**src/rtl/tmr_pkg.sv**
```systemverilog
package tmr_pkg;

  typedef enum logic [1:0] {
    ACT_KEEP = 2'b00,
    ACT_SET  = 2'b01,
    ACT_CLR  = 2'b10,
    ACT_TGL  = 2'b11
  } act_e;

  // packed MSB first: trigger [5:4], period [3:2], compare [1:0]
  typedef struct packed {
    act_e on_sw;
    act_e on_per;
    act_e on_cmp;
  } out_act_t;

  typedef struct packed {
    out_act_t act_b;    // [15:10]
    out_act_t act_a;    // [9:4]
    logic [2:0] clk_sel; // [3:1]
    logic wave_en;      // [0]
  } mode_t;

  localparam int MODE_W = $bits(mode_t);

  localparam logic [2:0] ADDR_MODE = 3'd0;
  localparam logic [2:0] ADDR_CMPA = 3'd1;
  localparam logic [2:0] ADDR_CMPB = 3'd2;
  localparam logic [2:0] ADDR_PER  = 3'd3;
  localparam logic [2:0] ADDR_CMD  = 3'd4;

  localparam int CMD_START = 0;
  localparam int CMD_STOP  = 1;
  localparam int CMD_TRIG  = 2;

  function automatic logic apply_act(input logic cur, input act_e act);
    case (act)
      ACT_SET:  return 1'b1;
      ACT_CLR:  return 1'b0;
      ACT_TGL:  return ~cur;
      default:  return cur;
    endcase
  endfunction

endpackage

```
**src/rtl/tmr_prescale.sv**
```systemverilog
module tmr_prescale #(
  parameter int NUM_DIV = 4
) (
  input  logic       clk,
  input  logic       rst_n,
  input  logic       run,
  input  logic       restart,
  input  logic [2:0] sel,
  input  logic       slow_tick,
  output logic       tick
);
  localparam int PRE_W = 2 * NUM_DIV - 1;

  logic [PRE_W-1:0]   pre_q;
  logic [NUM_DIV-1:0] tap_hit;

  always_ff @(posedge clk) begin
    if (!rst_n)       pre_q <= '0;
    else if (restart) pre_q <= '0;
    else if (run)     pre_q <= pre_q + 1'b1;
  end

  // tap i fires once every 2^(2i+1) cycles
  for (genvar i = 0; i < NUM_DIV; i++) begin : g_tap
    assign tap_hit[i] = &pre_q[2*i:0];
  end

  always_comb begin
    if (!run)        tick = 1'b0;
    else if (sel[2]) tick = slow_tick;
    else             tick = tap_hit[sel[1:0]];
  end

endmodule

```
**src/rtl/tmr_counter.sv**
```systemverilog
module tmr_counter #(
  parameter int WIDTH = 32,
  parameter int NCMP  = 2
) (
  input  logic                       clk,
  input  logic                       rst_n,
  input  logic                       tick,
  input  logic                       clear,
  input  logic [WIDTH-1:0]           per_val,
  input  logic [NCMP-1:0][WIDTH-1:0] cmp_val,
  output logic [WIDTH-1:0]           cnt,
  output logic                       per_hit,
  output logic [NCMP-1:0]            cmp_hit
);
  localparam logic [WIDTH-1:0] ONE = WIDTH'(1);

  assign per_hit = tick && (cnt == per_val);

  for (genvar i = 0; i < NCMP; i++) begin : g_cmp
    assign cmp_hit[i] = tick && (cnt == cmp_val[i]);
  end

  always_ff @(posedge clk) begin
    if (!rst_n)       cnt <= '0;
    else if (clear)   cnt <= '0;
    else if (per_hit) cnt <= '0;
    else if (tick)    cnt <= cnt + ONE;
  end

endmodule

```
**src/rtl/tmr_wave_out.sv**
```systemverilog
module tmr_wave_out
  import tmr_pkg::*;
(
  input  logic     clk,
  input  logic     rst_n,
  input  logic     hold_low,
  input  logic     sw_hit,
  input  logic     per_hit,
  input  logic     cmp_hit,
  input  out_act_t act,
  output logic     wave
);
  always_ff @(posedge clk) begin
    if (!rst_n)        wave <= 1'b0;
    else if (hold_low) wave <= 1'b0;
    else if (sw_hit)   wave <= apply_act(wave, act.on_sw);
    else if (per_hit)  wave <= apply_act(wave, act.on_per);
    else if (cmp_hit)  wave <= apply_act(wave, act.on_cmp);
  end

endmodule

```
**src/rtl/tmr_dual_pwm.sv**
```systemverilog
module tmr_dual_pwm
  import tmr_pkg::*;
#(
  parameter int WIDTH = 32
) (
  input  logic             clk,
  input  logic             rst_n,
  input  logic             wr_en,
  input  logic [2:0]       wr_addr,
  input  logic [WIDTH-1:0] wr_data,
  input  logic             slow_tick,
  output logic             out_a,
  output logic             out_b,
  output logic [WIDTH-1:0] count
);
  localparam int NUM_OUT = 2;

  mode_t                         mode_q;
  logic [NUM_OUT-1:0][WIDTH-1:0] cmp_q;
  logic [WIDTH-1:0]              per_q;
  logic                          clk_on_q;

  logic                          cmd_wr;
  logic                          sw_fire;
  logic                          run;
  logic                          tick;
  logic                          per_hit;
  logic [NUM_OUT-1:0]            cmp_hit;
  logic [NUM_OUT-1:0]            wave;
  out_act_t                      acts [NUM_OUT];

  assign cmd_wr  = wr_en && (wr_addr == ADDR_CMD);
  assign sw_fire = cmd_wr && wr_data[CMD_TRIG] && mode_q.wave_en;
  assign run     = clk_on_q && mode_q.wave_en;

  always_ff @(posedge clk) begin
    if (!rst_n) begin
      mode_q   <= '0;
      cmp_q    <= '0;
      per_q    <= '0;
      clk_on_q <= 1'b0;
    end else if (wr_en) begin
      case (wr_addr)
        ADDR_MODE: mode_q   <= mode_t'(wr_data[MODE_W-1:0]);
        ADDR_CMPA: cmp_q[0] <= wr_data;
        ADDR_CMPB: cmp_q[1] <= wr_data;
        ADDR_PER:  per_q    <= wr_data;
        ADDR_CMD: begin
          if (wr_data[CMD_STOP])       clk_on_q <= 1'b0;
          else if (wr_data[CMD_START]) clk_on_q <= 1'b1;
        end
        default: ;
      endcase
    end
  end

  tmr_prescale #(.NUM_DIV(4)) u_pre (
    .clk       (clk),
    .rst_n     (rst_n),
    .run       (run),
    .restart   (sw_fire),
    .sel       (mode_q.clk_sel),
    .slow_tick (slow_tick),
    .tick      (tick)
  );

  tmr_counter #(.WIDTH(WIDTH), .NCMP(NUM_OUT)) u_cnt (
    .clk     (clk),
    .rst_n   (rst_n),
    .tick    (tick),
    .clear   (sw_fire || !mode_q.wave_en),
    .per_val (per_q),
    .cmp_val (cmp_q),
    .cnt     (count),
    .per_hit (per_hit),
    .cmp_hit (cmp_hit)
  );

  assign acts[0] = mode_q.act_a;
  assign acts[1] = mode_q.act_b;

  for (genvar i = 0; i < NUM_OUT; i++) begin : g_out
    tmr_wave_out u_wave (
      .clk      (clk),
      .rst_n    (rst_n),
      .hold_low (!mode_q.wave_en),
      .sw_hit   (sw_fire),
      .per_hit  (per_hit),
      .cmp_hit  (cmp_hit[i]),
      .act      (acts[i]),
      .wave     (wave[i])
    );
  end

  assign out_a = wave[0];
  assign out_b = wave[1];

endmodule

```
**config.mk**
```make
export PLATFORM = sky130hd
export DESIGN_NAME = tmr_dual_pwm
export DESIGN_NICKNAME = d
export VERILOG_FILES = /design/src/rtl/tmr_pkg.sv /design/src/rtl/tmr_prescale.sv /design/src/rtl/tmr_counter.sv /design/src/rtl/tmr_wave_out.sv /design/src/rtl/tmr_dual_pwm.sv
export SDC_FILE = /design/constraint.sdc
export NUM_CORES = 1
export LEC_CHECK = 0
export ABC_AREA = 0
export BUFFER_PORTS_ARGS = -buffer_cell sky130_fd_sc_hd__buf_2
export CAP_MARGIN = 5
export CORE_MARGIN = 4
export CORE_UTILIZATION = 40
export CTS_CLUSTER_DIAMETER = 150
export DETAILED_ROUTE_END_ITERATION = 7
export GPL_TIMING_DRIVEN = 0
export SLEW_MARGIN = 20
export SYNTH_ARGS = -nofsm -noshare
export SYNTH_HDL_FRONTEND = slang
export SYNTH_SLANG_ARGS = --single-unit
```
**constraint.sdc**
```tcl
create_clock -name clk -period 6.6 [get_ports clk]
set_clock_uncertainty 0.2 [all_clocks]
set_input_delay 0.66 -clock clk [delete_from_list [all_inputs] [get_ports clk]]
set_output_delay 0.66 -clock clk [all_outputs]
set_load 0.02 [all_outputs]
```
[Word level (Yosys, flattened, before mapping)]
Cells that the tools add are included.
Cells by class
  magnitude comparators: 1
  eq/ne operators: 29
  reduce and logical (&&, ||, !) cells: 28
  bitwise logic cells: 3
  add/subtract/negate cells: 2
  mux-type cells: 18
Operator list (count)
  $eq A32 B32 Y1: 3
  $add A32 B1 Y32 const B: 1
  $eq A2 B2 Y1 const B: 12
  $pmux W1 S3: 6
  $eq A2 B1 Y1 const B: 6
  $mux W1: 11
  $reduce_and A2 Y1: 5
  $reduce_bool A5 Y1: 2
  $ne A4 B1 Y1 const B: 2
  $reduce_and A4 Y1: 2
  $add A7 B1 Y7 const B: 1
  $logic_and A1 B1 Y1: 7
  $reduce_and A7 Y1: 1
  $eq A3 B2 Y1 const B: 2
  $reduce_and A3 Y1: 2
  $reduce_bool A3 Y1: 2
  $ne A5 B2 Y1 const B: 1
  $ne A5 B5 Y1 const B: 1
  $reduce_and A5 Y1: 1
  $eq A3 B1 Y1 const B: 1
  $eq A3 B3 Y1 const B: 1
  $logic_not A3 Y1: 1
  $lt A2 B3 Y1 const B: 1
  $not A1 Y1: 3
  other kinds (6): 6
Storage, ports and cells
  logic and storage cells: 97
  output and inout port bits: 34
  register bits after elaboration: 154
  input port bits: 39

[Depth between registers and ports, before layout]
  word-level depth: 9
  mapped depth: 10

[By module]
From an unflattened synthesis, not the netlist that was laid out.
Second synthesis, totals
  cell total of the unflattened synthesis: 827
  area, all modules: 7415.9 um^2
By module, submodules not included
  tmr_dual_pwm: cells an instance 422, area an instance 3907.5 um^2, times used 1
  tmr_counter: cells an instance 324, area an instance 2802.7 um^2, times used 1
  tmr_prescale: cells an instance 43, area an instance 385.4 um^2, times used 1
  tmr_wave_out: cells an instance 19, area an instance 160.2 um^2, times used 2

[Worst setup path before layout]
Ideal clock, no wire load.
  path kind: register -> register
  start point: register u_pre.pre_q[0]
  end point: register g_out[1].u_wave.wave
  path buffers: 0
  clock period less this slack: 2.543 ns
  cell stages (with the launch flop): 10
  arrival time: 2.225 ns
  data required time: 6.282 ns
  path slack: 4.057 ns
  cell sequence: dfxtp_1 -> ha_1 -> and3_2 -> ha_1 -> nor2b_1 -> nor3b_2 -> a2111oi_0 -> a32o_1 -> a211o_1 -> o2111a_1
Between the ends
  longest elaborated chain between the ends: 8
Ends and longest elaborated chain
  start, declared: line tmr_prescale.sv:14  | logic [PRE_W-1:0] pre_q;
  start signal, assigned: line tmr_prescale.sv:20  | else if (run) pre_q <= pre_q + 1'b1;
  $reduce_and A7 Y1 (tied with other cells): line tmr_prescale.sv:25  | assign tap_hit[i] = &pre_q[2*i:0];
  $bmux W1 S2 (*): line tmr_prescale.sv:31  | else tick = tap_hit[sel[1:0]];
  $mux W1 (not written as such) (*): line tmr_prescale.sv:31
  $mux W1 (*): line tmr_prescale.sv:30  | else if (sel[2]) tick = slow_tick;
  $mux W1 (*): line tmr_prescale.sv:29  | if (!run) tick = 1'b0;
  $logic_and A1 B1 Y1, on equally long branches: line tmr_counter.sv:17, tmr_counter.sv:20
  $ne A5 B2 Y1 (no line) (tied with other cells)
  $reduce_and A4 Y1 (no line) / $mux W1 (equally long branches)
  end signal, assigned: line tmr_wave_out.sv:16  | else if (sw_hit) wave <= apply_act(wave, act.on_sw);
  end signal, assigned: line tmr_wave_out.sv:17  | else if (per_hit) wave <= apply_act(wave, act.on_per);
  end signal, assigned: line tmr_wave_out.sv:18  | else if (cmp_hit) wave <= apply_act(wave, act.on_cmp);
  end, declared: line tmr_wave_out.sv:11  | output logic wave
Mark *: on every way between the ends. The rest lies on a longest branch, timed or not. The select of a mux whose other input is x is not followed.
A chain may end at the register's enable or synchronous reset.

[Worst setup path in the final report]
  start point: register u_pre.pre_q[0]
  end point: register u_cnt.cnt[24]
Between the ends
  longest elaborated chain between the ends: 7
Ends and longest elaborated chain
  $reduce_and A7 Y1 (tied with other cells): line tmr_prescale.sv:25
  $bmux W1 S2 (*): line tmr_prescale.sv:31
  $mux W1 (not written as such) (*): line tmr_prescale.sv:31
  $mux W1 (*): line tmr_prescale.sv:30
  $mux W1 (*): line tmr_prescale.sv:29
  $logic_and A1 B1 Y1: line tmr_counter.sv:17  | assign per_hit = tick && (cnt == per_val);
  $reduce_or A3 Y1 (no line)
  end signal, assigned: line tmr_counter.sv:27  | else if (tick) cnt <= cnt + ONE;
  end, declared: line tmr_counter.sv:11  | output logic [WIDTH-1:0] cnt,
Marks and branches as above.

==> reports/summary.txt <==
worst hold slack: 0.2769 ns
Cell Int Power: 1605 uW
Fin. Hold Viols: 0
Post-CTS Setup Bufs: 0
Initial Util: 40.91%
DRC violations left: 0
Placed Area: 0.008327 mm2
Storage cell area: 0.003083 mm2
TritonCTS buffer count: 17
Synth Instances: 930
Syn Area/Cell: 8.257 um2
Fmax: 305.7 MHz
DIE HEIGHT: 146.6 um
WL per Instance: 18.23 um
CP Capture Type: register
worst min path class: reg2reg
Mapped Area: 0.007679 mm2
R2R Path Start: u_pre.pre_q[0]$_SDFFE_PP0P_
critical path's slowest cell: nor3b_2
crit-path cells: ha_1, and3_2, ha_1, nor2b_1, nor3b_2, a21oi_2, nand3_1, nand4_1, buf_2, nor2_2
largest net degree at the start of global routing: 17
final antenna-violating net count: 0
pwr/cell area: 235.4 mW/mm2
largest area contributor in the synthesized netlist: dfxtp_1
Die ar.: 0.02148 mm2
Global Route Usage Sum: 21.73%
switching power: 501.9 uW
vias per cell: 5.153
Final Critical Period: 3.272 ns
final WL: 23.12 mm
Tightest Pin Transition: 0.9308 ns
share of the synthesized area in the top cell type: 40.15%
part of the power in registers: 45.3%
CTS H-tree lvls: 4
CP max stage delay: 0.48 ns
port buffer count: 71
leakage: 0.003478 uW
die extent in x: 146.6 um
period utilization: 49.57%
number of placement rows: 50
CTS Sinks: 154
Clk pwr share: 48.9%
Worst VDD drop: 177.0 uV
RSZ-0062 raised after global routing: no
DR pass1 iterations: 4
Worst path most repeated cell: ha_1
ys flop type: dfxtp_1
post-synthesis async set-or-reset flop share: 0%
most common cell after layout, fill and taps aside: nand2_1
setup TNS: 0 ns
layout cells sized above 1: 14.42%
Filler cells: 1873
CP startpoint: u_pre.pre_q[0]$_SDFFE_PP0P_
I/O pin cnt: 73
Final Instance Area: 0.008947 mm2
final slew viol count: 0
GPL Wtd Cong: 0.8941
Slew Limit Headroom: 37.43%
worst-path maximum fanout: 10
outcome: complete, no violations
first-pass GRT wire length: 35.85 mm
core area: 0.01877 mm2
Clk pin slew, worst setup/hold paths: 0.06 ns
switching share of power: 23.83%
slack of the critical path: 3.328 ns
Max Cap Viol: 0
1st-iter DRT viols: 436
initial antenna violation count: 1
setup slack at placement: 3.369 ns
Seq/Total Area, Yosys: 40.15%
crit start category: register
post_cts resized: 0
Final HPWL DP: 17.32 mm
WP data required: 6.77 ns
combinational fraction of design power: 5.8%
PnR Total Power: 2106 uW
Ys Warns: 0
EDFF count, synth: 0
CTS tree: yes
crit path DAT: 3.44 ns
most frequent cells in the layout: nand2_1, dfxtp_1, a21boi_0
Syn Nets: 979
vias after detailed routing: 6534
Area contributors post-synth: dfxtp_1, nand2_1, a21boi_0
#FFs+latches synth: 154
final net count: 1069
critical path type: reg2reg
total congestion overflow: 0
Post-CTS Hold Fix Bufs: 0
Layout area overhead: 16.52%
Synth cell types: 48
clock root buffer: clkbuf_16
area of the multi-input gates: 0.004219 mm2
Final setup viols: 0
worst skew pair latency: 0.43 ns
Hold Path Origin: cmp_q[6]$_SDFFE_PN0P_
vias in the first global route: 6306
largest buffer count on any clock path: 2
-- critical path, delay by kind of cell, from the launching register on --
kind	cells	cell delay [ns]
DFF	1	0.35
adders and majority gates	2	0.43
and+or+nand+nor	6	1.55
buffers and inverters	1	0.39
AOI/OAI and AO/OA	1	0.29
-- Yosys cell counts (3+ instances only) --
library cell,count
and3_1,7
ha_1,10
nor2b_1,3
clkbuf_1,59
nor4_1,15
nand3_1,15
xnor2_1,57
a21boi_0,112
nand2_1,252
o21ai_0,4
buf_2,13
a21oi_1,10
or3_1,4
nand2b_1,3
dfxtp_1,154
a31o_2,3
nor3_1,7
mux2_2,3
inv_1,14
nand4_1,23
nor2_1,45
nor2_2,5
xor2_1,73
nor3_2,3
-- kinds of logic after synthesis --
family,after synthesis,synth area share [%]
flip-flops,154,40.15
multiplexers,5,0.7006
AND/OR/NAND/NOR,398,23.45
buffers and inverters,90,4.905
adder cells (fa/ha/maj),10,1.629
XOR/XNOR,130,14.83
AO/OA/AOI/OAI,143,14.34
-- path summary, 6_finish.rpt --
| check | endpoint | slack [ns] | cells past startpoint |
|---|---|---|---|
| setup / recovery | u_cnt.cnt[24]$_SDFFE_PP0P_ | 3.33 | 10 |
| hold / removal | cmp_q[6]$_SDFFE_PN0P_ | 0.28 | 2 |
| setup reg to reg | u_cnt.cnt[24]$_SDFFE_PP0P_ | 3.33 | 10 |
| hold reg to reg | cmp_q[6]$_SDFFE_PN0P_ | 0.28 | 2 |
-- power groups by stage --
stage	Sequential [uW]	Clock (uW)	Combinational (uW)
3_3_place_gp	974	0	120
6_report	954	1030	122
4_1_cts	954	1040	121
2_1_floorplan	973	0	65.2
5_1_grt	955	1080	132
3_5_place_dp	975	0	120
-- routing by layer --
layer / global-route usage, % / up-vias / routed length (um)
met5: 0 / - / 0
met4: 7.008 / 0 / 498
met3: 3.942 / 30 / 1218
met2: 35.40 / 188 / 10650
met1: 29.27 / 3087 / 10750
li1: - / 3229 / -
-- metrics by stage --
step	utilization [%]	std cells
2_1_floorplan	-	930
3_3_place_gp	44.37	1235
3_5_place_dp	44.37	1235
4_1_cts	47.66	1267
5_1_grt	47.66	1267
6_report	47.67	1268
-- sequential cells by signal, summed over array words and instances (netlist names) --
name and cells:
acts 12, mode_q 4, u_cnt.cnt 32, cmp_q 64
per_q 32, g_out.u_wave.wave 2, clk_on_q 1, u_pre.pre_q 7
-- cell type report --
cell class | count | area share (%)
Multi-Input combinational cell | 686 | 47.15
Sequential cell | 154 | 34.46
Clock buffer | 19 | 5.062
Timing Repair Buffer | 71 | 3.971
Buffer | 76 | 3.622
Tap cell | 234 | 3.272
Clock inverter | 13 | 1.846
Inverter | 14 | 0.5873
Antenna cell | 1 | 0.02797
No activity file was read; power rests on OpenSTA's default activity.
